**src/rtl/intc_pkg.sv**
```systemverilog
package intc_pkg;

  localparam int SRC_MAX = 64;

  typedef struct packed {
    logic       hit;
    logic [5:0] idx;
  } pick_t;

  // lowest set bit of a vector, scanned from the top so the last hit wins
  function automatic pick_t lowest_set(input logic [SRC_MAX-1:0] v);
    pick_t r;
    r.hit = 1'b0;
    r.idx = '0;
    for (int i = SRC_MAX - 1; i >= 0; i--) begin
      if (v[i]) begin
        r.hit = 1'b1;
        r.idx = 6'(i);
      end
    end
    return r;
  endfunction

  // replace one 32-bit half of a 64-bit value
  function automatic logic [63:0] merge_half(input logic [63:0] old,
                                             input logic [31:0] d,
                                             input logic        hi);
    return hi ? {d, old[31:0]} : {old[63:32], d};
  endfunction

  // select one 32-bit half of a 64-bit value
  function automatic logic [31:0] half_of(input logic [63:0] v, input logic hi);
    return hi ? v[63:32] : v[31:0];
  endfunction

  // place 32 bits into the chosen half, zero elsewhere
  function automatic logic [63:0] spread_half(input logic [31:0] d, input logic hi);
    return hi ? {d, 32'h0} : {32'h0, d};
  endfunction

endpackage

```
**src/rtl/intc_capture.sv**
```systemverilog
module intc_capture #(
  parameter int NSRC = 64
) (
  input  logic            clk,
  input  logic            rst_n,
  input  logic [NSRC-1:0] irq_in,
  input  logic [NSRC-1:0] edge_sel,
  input  logic [NSRC-1:0] clr_pend,
  output logic [NSRC-1:0] pend_nx,
  output logic [NSRC-1:0] rise_ev,
  output logic [NSRC-1:0] fall_ev
);

  logic [NSRC-1:0] pend_q;
  logic [NSRC-1:0] prev_q;

  for (genvar i = 0; i < NSRC; i++) begin : g_src
    assign rise_ev[i] = irq_in[i] & ~prev_q[i];
    assign fall_ev[i] = ~irq_in[i] & prev_q[i];
    assign pend_nx[i] = edge_sel[i] ? ((pend_q[i] | rise_ev[i]) & ~clr_pend[i])
                                    : irq_in[i];

    always_ff @(posedge clk) begin
      if (!rst_n) begin
        pend_q[i] <= 1'b0;
        prev_q[i] <= 1'b0;
      end else begin
        pend_q[i] <= pend_nx[i];
        prev_q[i] <= irq_in[i];
      end
    end


    edge_hold_chk: assert property (@(posedge clk) disable iff (!rst_n)
      (edge_sel[i] && pend_q[i] && !clr_pend[i]) |=> pend_q[i]);


    edge_capture_chk: assert property (@(posedge clk) disable iff (!rst_n)
      (edge_sel[i] && irq_in[i] && !prev_q[i] && !clr_pend[i]) |=> pend_q[i]);


    level_track_chk: assert property (@(posedge clk) disable iff (!rst_n)
      (!edge_sel[i]) |=> (pend_q[i] == $past(irq_in[i])));
  end

endmodule

```
**src/rtl/intc_pick.sv**
```systemverilog
module intc_pick #(
  parameter int NSRC = 64,
  parameter int IW   = 6
) (
  input  logic [NSRC-1:0] cand,
  output logic            hit,
  output logic [IW-1:0]   idx,
  output logic [NSRC-1:0] onehot
);

  intc_pkg::pick_t p;

  assign p      = intc_pkg::lowest_set(intc_pkg::SRC_MAX'(cand));
  assign hit    = p.hit;
  assign idx    = p.idx[IW-1:0];
  assign onehot = p.hit ? (NSRC'(1) << p.idx) : '0;

endmodule

```
**src/rtl/intc_bytetab.sv**
```systemverilog
module intc_bytetab #(
  parameter int N  = 64,
  parameter int BW = 8,
  parameter int IW = 6
) (
  input  logic                 clk,
  input  logic                 rst_n,
  input  logic                 we,
  input  logic [IW-1:0]        widx,
  input  logic [BW-1:0]        wdata,
  output logic [N-1:0][BW-1:0] tab
);

  for (genvar e = 0; e < N; e++) begin : g_ent
    always_ff @(posedge clk) begin
      if (!rst_n)
        tab[e] <= '0;
      else if (we && widx == IW'(e))
        tab[e] <= wdata;
    end
  end

endmodule

```
**src/rtl/vecroute_intc.sv**
```systemverilog
module vecroute_intc #(
  parameter int NSRC = 64,
  parameter int NPAR = 8,
  parameter int AW   = 12,
  parameter int BW   = 8
) (
  input  logic            clk,
  input  logic            rst_n,
  input  logic [NSRC-1:0] irq_in,
  input  logic            bus_valid,
  input  logic            bus_we,
  input  logic [AW-1:0]   bus_addr,
  input  logic [31:0]     bus_wdata,
  output logic [31:0]     bus_rdata,
  output logic [NPAR-1:0] parent_irq
);

  localparam int IW = (NSRC > 1) ? $clog2(NSRC) : 1;
  localparam int PW = (NPAR > 1) ? $clog2(NPAR) : 1;
  localparam int NPICK = 4;
  localparam int PK_IN_RAISE  = 0;
  localparam int PK_MK_RAISE  = 1;
  localparam int PK_IN_LOWER  = 2;
  localparam int PK_REG_LOWER = 3;

  localparam logic [AW-1:0] A_MASK  = AW'(12'h000);
  localparam logic [AW-1:0] A_EDGE  = AW'(12'h008);
  localparam logic [AW-1:0] A_CLR   = AW'(12'h010);
  localparam logic [AW-1:0] A_STAT  = AW'(12'h018);
  localparam logic [AW-1:0] A_POL   = AW'(12'h020);
  localparam logic [AW-1:0] A_AUTO  = AW'(12'h028);
  localparam logic [AW-1:0] A_VEC   = AW'(12'h100);
  localparam logic [AW-1:0] A_ROUTE = AW'(12'h200);

  function automatic logic word_hit(input logic [AW-1:0] a, input logic [AW-1:0] base);
    return (a[AW-1:3] == base[AW-1:3]) && (a[1:0] == 2'b00);
  endfunction

  function automatic logic tab_hit(input logic [AW-1:0] a, input logic [AW-1:0] base);
    return (a >= base) && (a < base + AW'(NSRC));
  endfunction

  // ---------------- access decode ----------------
  logic rd_en, wr_en, hi_half;
  logic sel_mask, sel_edge, sel_clr, sel_stat, sel_pol, sel_auto, sel_vec, sel_route;
  logic wr_mask, wr_edge, wr_clr, wr_stat, wr_pol, wr_vec, wr_route;
  logic [IW-1:0] vec_idx, route_idx;

  assign rd_en     = bus_valid & ~bus_we;
  assign wr_en     = bus_valid & bus_we;
  assign hi_half   = bus_addr[2];
  assign sel_mask  = word_hit(bus_addr, A_MASK);
  assign sel_edge  = word_hit(bus_addr, A_EDGE);
  assign sel_clr   = word_hit(bus_addr, A_CLR);
  assign sel_stat  = word_hit(bus_addr, A_STAT);
  assign sel_pol   = word_hit(bus_addr, A_POL);
  assign sel_auto  = (bus_addr[AW-1:3] == A_AUTO[AW-1:3]);
  assign sel_vec   = tab_hit(bus_addr, A_VEC);
  assign sel_route = tab_hit(bus_addr, A_ROUTE);
  assign vec_idx   = IW'(bus_addr - A_VEC);
  assign route_idx = IW'(bus_addr - A_ROUTE);

  assign wr_mask  = wr_en & sel_mask;
  assign wr_edge  = wr_en & sel_edge;
  assign wr_clr   = wr_en & sel_clr;
  assign wr_stat  = wr_en & sel_stat;
  assign wr_pol   = wr_en & sel_pol;
  assign wr_vec   = wr_en & sel_vec;
  assign wr_route = wr_en & sel_route;

  // ---------------- state ----------------
  logic [NSRC-1:0] mask_q, edge_q, pol_q, isr_q;
  logic [NPAR-1:0] lines_q;
  logic [31:0]     rdata_q;
  logic [NSRC-1:0][BW-1:0] vec_tab, route_tab;

  logic [63:0] mask_w64, edge_w64, pol_w64, stat_w64, clr64, stat_view64;
  logic [NSRC-1:0] mask_nx, unmask_bits, newmask_bits, clr_edge;

  assign mask_w64     = intc_pkg::merge_half(64'(mask_q), bus_wdata, hi_half);
  assign edge_w64     = intc_pkg::merge_half(64'(edge_q), bus_wdata, hi_half);
  assign pol_w64      = intc_pkg::merge_half(64'(pol_q),  bus_wdata, hi_half);
  assign stat_w64     = intc_pkg::merge_half(64'(isr_q),  bus_wdata, hi_half);
  assign clr64        = intc_pkg::spread_half(bus_wdata, hi_half);
  assign stat_view64  = 64'(isr_q & ~mask_q);

  assign mask_nx      = wr_mask ? mask_w64[NSRC-1:0] : mask_q;
  assign unmask_bits  = mask_q & ~mask_nx;
  assign newmask_bits = ~mask_q & mask_nx;
  assign clr_edge     = wr_clr ? (clr64[NSRC-1:0] & edge_q) : '0;

  // ---------------- capture ----------------
  logic [NSRC-1:0] pend_nx, rise_ev, fall_ev;

  intc_capture #(.NSRC(NSRC)) u_capture (
    .clk      (clk),
    .rst_n    (rst_n),
    .irq_in   (irq_in),
    .edge_sel (edge_q),
    .clr_pend (clr_edge),
    .pend_nx  (pend_nx),
    .rise_ev  (rise_ev),
    .fall_ev  (fall_ev)
  );

  // ---------------- evaluations ----------------
  logic [NSRC-1:0] pick_cand   [NPICK];
  logic [NSRC-1:0] pick_oh     [NPICK];
  logic [IW-1:0]   pick_idx    [NPICK];
  logic [PW-1:0]   line_sel    [NPICK];
  logic [NPAR-1:0] line_oh     [NPICK];
  logic [NPICK-1:0] pick_hit;

  assign pick_cand[PK_IN_RAISE]  = rise_ev & pend_nx & ~mask_nx;
  assign pick_cand[PK_MK_RAISE]  = unmask_bits & pend_nx & ~mask_nx;
  assign pick_cand[PK_IN_LOWER]  = fall_ev & isr_q & ~pend_nx;
  assign pick_cand[PK_REG_LOWER] = (newmask_bits | clr_edge) & isr_q & ~pend_nx;

  for (genvar k = 0; k < NPICK; k++) begin : g_pick
    intc_pick #(.NSRC(NSRC), .IW(IW)) u_pick (
      .cand   (pick_cand[k]),
      .hit    (pick_hit[k]),
      .idx    (pick_idx[k]),
      .onehot (pick_oh[k])
    );
    assign line_sel[k] = vec_tab[pick_idx[k]][PW-1:0];
    assign line_oh[k]  = pick_hit[k] ? (NPAR'(1) << line_sel[k]) : '0;
  end

  logic [NSRC-1:0] isr_set, isr_clr;
  logic [NPAR-1:0] lines_set, lines_clr;

  assign isr_set   = pick_oh[PK_IN_RAISE] | pick_oh[PK_MK_RAISE];
  assign isr_clr   = pick_oh[PK_IN_LOWER] | pick_oh[PK_REG_LOWER] | clr_edge;
  assign lines_set = line_oh[PK_IN_RAISE] | line_oh[PK_MK_RAISE];
  assign lines_clr = line_oh[PK_IN_LOWER] | line_oh[PK_REG_LOWER];

  always_ff @(posedge clk) begin
    if (!rst_n) begin
      mask_q  <= '1;
      edge_q  <= '0;
      pol_q   <= '0;
      isr_q   <= '0;
      lines_q <= '0;
    end else begin
      mask_q <= mask_nx;
      if (wr_edge) edge_q <= edge_w64[NSRC-1:0];
      if (wr_pol)  pol_q  <= pol_w64[NSRC-1:0];
      isr_q   <= wr_stat ? stat_w64[NSRC-1:0] : ((isr_q & ~isr_clr) | isr_set);
      lines_q <= (lines_q & ~lines_clr) | lines_set;
    end
  end

  // ---------------- tables ----------------
  intc_bytetab #(.N(NSRC), .BW(BW), .IW(IW)) u_vec_tab (
    .clk (clk), .rst_n (rst_n), .we (wr_vec), .widx (vec_idx),
    .wdata (bus_wdata[BW-1:0]), .tab (vec_tab)
  );

  intc_bytetab #(.N(NSRC), .BW(BW), .IW(IW)) u_route_tab (
    .clk (clk), .rst_n (rst_n), .we (wr_route), .widx (route_idx),
    .wdata (bus_wdata[BW-1:0]), .tab (route_tab)
  );

  // ---------------- read path ----------------
  logic [31:0] rd_val;

  always_comb begin
    rd_val = '0;
    if (sel_mask)       rd_val = intc_pkg::half_of(64'(mask_q), hi_half);
    else if (sel_edge)  rd_val = intc_pkg::half_of(64'(edge_q), hi_half);
    else if (sel_stat)  rd_val = intc_pkg::half_of(stat_view64, hi_half);
    else if (sel_pol)   rd_val = intc_pkg::half_of(64'(pol_q), hi_half);
    else if (sel_vec)   rd_val = 32'(vec_tab[vec_idx]);
    else if (sel_route) rd_val = 32'(route_tab[route_idx]);
  end

  always_ff @(posedge clk) begin
    if (!rst_n) rdata_q <= '0;
    else        rdata_q <= rd_en ? rd_val : '0;
  end

  assign bus_rdata  = rdata_q;
  assign parent_irq = lines_q;

  // ---------------- assertions ----------------

  raise_serve_chk: assert property (@(posedge clk) disable iff (!rst_n)
    (pick_hit[PK_IN_RAISE] && !wr_stat) |=>
      (isr_q[$past(pick_idx[PK_IN_RAISE])] && parent_irq[$past(line_sel[PK_IN_RAISE])]));


  lower_retire_chk: assert property (@(posedge clk) disable iff (!rst_n)
    (pick_hit[PK_IN_LOWER] && !wr_stat) |=> !isr_q[$past(pick_idx[PK_IN_LOWER])]);


  clear_empties_chk: assert property (@(posedge clk) disable iff (!rst_n)
    wr_clr |=> ((isr_q & $past(clr_edge)) == '0));


  status_view_chk: assert property (@(posedge clk) disable iff (!rst_n)
    (rd_en && sel_stat) |=> (bus_rdata == intc_pkg::half_of($past(stat_view64), $past(hi_half))));


  auto_zero_chk: assert property (@(posedge clk) disable iff (!rst_n)
    (rd_en && sel_auto) |=> (bus_rdata == 32'h0));


  idle_rdata_chk: assert property (@(posedge clk) disable iff (!rst_n)
    !rd_en |=> (bus_rdata == 32'h0));

endmodule

```
**config.mk**
```make
export PLATFORM = sky130hd
export DESIGN_NAME = vecroute_intc
export DESIGN_NICKNAME = d
export VERILOG_FILES = /design/src/rtl/intc_pkg.sv /design/src/rtl/intc_capture.sv /design/src/rtl/intc_pick.sv /design/src/rtl/intc_bytetab.sv /design/src/rtl/vecroute_intc.sv
export SDC_FILE = /design/constraint.sdc
export NUM_CORES = 2
export LEC_CHECK = 0
export BUFFER_PORTS_ARGS = -buffer_cell sky130_fd_sc_hd__buf_4
export CORE_AREA = 2 2 478 385
export DETAILED_ROUTE_END_ITERATION = 12
export DIE_AREA = 0 0 480 387
export GPL_ROUTABILITY_DRIVEN = 0
export PLACE_DENSITY_LB_ADDON = 0.08
export SYNTH_ARGS = -nofsm -noshare
export SYNTH_HDL_FRONTEND = slang
export SYNTH_HIERARCHICAL = 1
export SYNTH_SLANG_ARGS = --single-unit
```
**constraint.sdc**
```tcl
create_clock -name clk -period 17.1 [get_ports clk]
set_clock_uncertainty 0.15 [all_clocks]
set_input_delay 2.565 -clock clk [delete_from_list [all_inputs] [get_ports clk]]
set_output_delay 2.565 -clock clk [all_outputs]
set_load 0.02 [all_outputs]
```
==> impl_metrics.tcl <==
set metrics [dict create \
    htree_levels 4 \
    fill_cells 16900 \
    holdWs_ns 0.303 \
    place_ws_ns 5.43 \
    violations "design-rule violations, max-capacitance violations, max-slew violations" \
    cts_root_buf "clkbuf_16" \
    core_area_um2 181000 \
    synthArstFlopShare_pct 0 \
    die_w_um 480 \
    synth_edf_count 0 \
    hold_class "flop to flop" \
    cts_max_path_buffers 3 \
    cp_slowest_stage_delay_ns 1.14 \
    path_class "input port to flop" \
    min_period_ns 11.47 \
    postCtsSetupRepairBufs 0 \
    fmax_ghz 0.0872 \
    setup_viol_count_final 0 \
    r2r_slack_ns 9.25 \
    final_common_cell "nand2_1" \
    cts_buffers 156 \
    clkLatencyLatePin_ns 0.82 \
    ff2ff_path_depth 19 \
    drv_slew 29 \
    worstMarginPinSlew_ns 1.63 \
    routed_wl_um 335000 \
    grt_start_max_net_pins 175 \
    cp_num_buf_inv 7 \
    max-cap-violations 5 \
    synth_cells 8476 \
    post-route-cell-area_um2 89300 \
    drc_errors 45 \
    layout_common_cells "1594 x nand2_1, 1448 x dfxtp_1, 1420 x mux2i_1" \
    ys_ff_latch 1448 \
    clk_pin_slew_ns 0.06 \
    grt_pass1_vias 67100 \
    cts_tree "yes" \
    fp-row-count 140 \
    grt.overflow.total 0 \
    via_per_inst 6.66 \
    drtIter0Drc 10800 \
    syn_area_per_cell_um2 9.57 \
    grt_pass1_wl_um 480000 \
    grtUsageTotal_pct 34.8 \
    outcome "finished, violations left" \
    worstHoldPathCells 2 \
    ys_seq_area_share_pct 35.7 \
    ir_worst_vdd_v 0.0000942 \
    worst_setup_path_end_kind "flop" \
    cpMaxStageDelayCell "o31ai_1" \
    via_count 72300 \
    ys_types 96 \
    die_y_um 387 \
    cts.repair.resized 0 \
    setup_ws_ns 5.63 \
    path_delay_family "compound AO/OA/AOI/OAI gates" \
    start_util_pct 44.8 \
    numPortBuffers 151 \
    io_pins 152 \
    dieArea_um2 186000 \
    synthesis.nets 8588 \
    finalHoldViolCount 0 \
    rsz0062_at_grt "no" \
    place_hpwl_um 231000 \
    cp-start-kind "input port" \
    worst-path-stages 25 \
    relSlewSlack_pct -8.44 \
    syn_area_um2 81100 \
    arrival_ns 11.95 \
    nets 8418 \
    postCtsHoldBufs 0 \
    numClockSinks 1448 \
    layout-drive-gt1-share_pct 15.9 \
    drt_first_pass_iters 13 \
    synth_warnings 6 \
    path_common_cell "buf_4" \
    p_leak_nw 37.5 \
    critPathMaxFanout 35 \
    area_growth_pct 10.1 \
    fin_util_pct 49.3 \
    drtAntennaViolNets 0 \
    antenna_found_initial 14 \
    fin_crit_sh_pct 67.1 \
    routedWlPerCell_um 30.9 \
    required_ns 17.58 \
    powerDensity_nw_per_um2 82.4 \
    setup_tns_ns 0 \
    ys.flop_type "dfxtp_1" \
    place_area_um2 84000 \
]
## logic make-up after synthesis
family	after synthesis	synth area share, %
muxes	1852	29.3
DFF	1448	35.7
and+or+nand+nor	3302	21.2
buffers and inverters	795	4.23
AOI/OAI and AO/OA	1079	9.58
## tightest hold or removal path, stage by stage, from the launching register on
cell and delay [ns]:
dfxtp_1 0.31, nand2_1 0.05, a21oi_1 0.05
## worst paths after layout
kind	start	endpoint
max	bus_addr[11]	parent_irq[6]$_SDFF_PN0_
min	pol_q[32]$_SDFFE_PN0P_	pol_q[32]$_SDFFE_PN0P_
max reg2reg	edge_q[56]$_SDFFE_PN0P_	parent_irq[6]$_SDFF_PN0_
min reg2reg	pol_q[32]$_SDFFE_PN0P_	pol_q[32]$_SDFFE_PN0P_
## layout make-up
class	count	area (um2)	share of cell area [%]
Clock buffer	226	4610	5.16
Inverter	162	639	0.716
Sequential cell	1448	29000	32.5
Multi-Input combinational cell	6233	49000	54.8
Tap cell	2414	3020	3.38
Clock inverter	54	689	0.772
Antenna cell	12	30.0	0.0336
Timing Repair Buffer	305	2390	2.68
## sequential cells by signal, summed over array words and instances, names as in the netlist
signal	cells
u_route_tab/tab	512
isr_q	64
mask_q	64
u_capture/pend_q	64
u_vec_tab/tab	512
pol_q	64
u_capture/prev_q	64
edge_q	64
bus_rdata	32
parent_irq	8
## per-stage QoR
stage / instances / total power, mW
after global routing: 10800 / 7.57
after global placement: 10600 / 3.88
after detailed placement: 10600 / 3.88
final: 10900 / 7.36
after CTS: 10800 / 7.41
after floorplan: 8476 / 3.73
## cells in the mapped netlist (66+ instances only)
library cell / instances / area, um2
a211oi_1: 101 / 758
a21oi_1: 211 / 1060
a22o_1: 75 / 657
a31oi_1: 81 / 507
a32o_1: 66 / 661
and3_1: 145 / 907
buf_2: 101 / 505
clkbuf_1: 434 / 1630
dfxtp_1: 1448 / 29000
inv_1: 152 / 571
mux2i_1: 1420 / 14200
mux4_2: 414 / 9320
nand2_1: 1616 / 6070
nand2_2: 66 / 413
nand3_1: 70 / 350
nor2_1: 220 / 826
nor2b_1: 216 / 1350
nor3_1: 325 / 1630
nor3b_1: 74 / 556
nor4_1: 182 / 1140
o21ai_0: 103 / 515
o22ai_1: 139 / 870
## metal layers
| layer | track usage [%] | vias up | routed length, um |
|---|---|---|---|
| li1 | - | 30800 | - |
| met1 | 50.1 | 36000 | 146000 |
| met2 | 46.6 | 4603 | 131000 |
| met3 | 12.6 | 869 | 43100 |
| met4 | 13.3 | 18 | 14900 |
| met5 | 0.748 | - | 479 |
## power breakdown
part / internal, mW / leakage (nW) / switching (mW)
sequential: 3.39 / 11.7 / 0.00767
clock: 2.04 / 2.60 / 1.51
combinational: 0.123 / 23.2 / 0.294
total: 5.55 / 37.5 / 1.82
No activity file was read; power rests on OpenSTA's default activity.
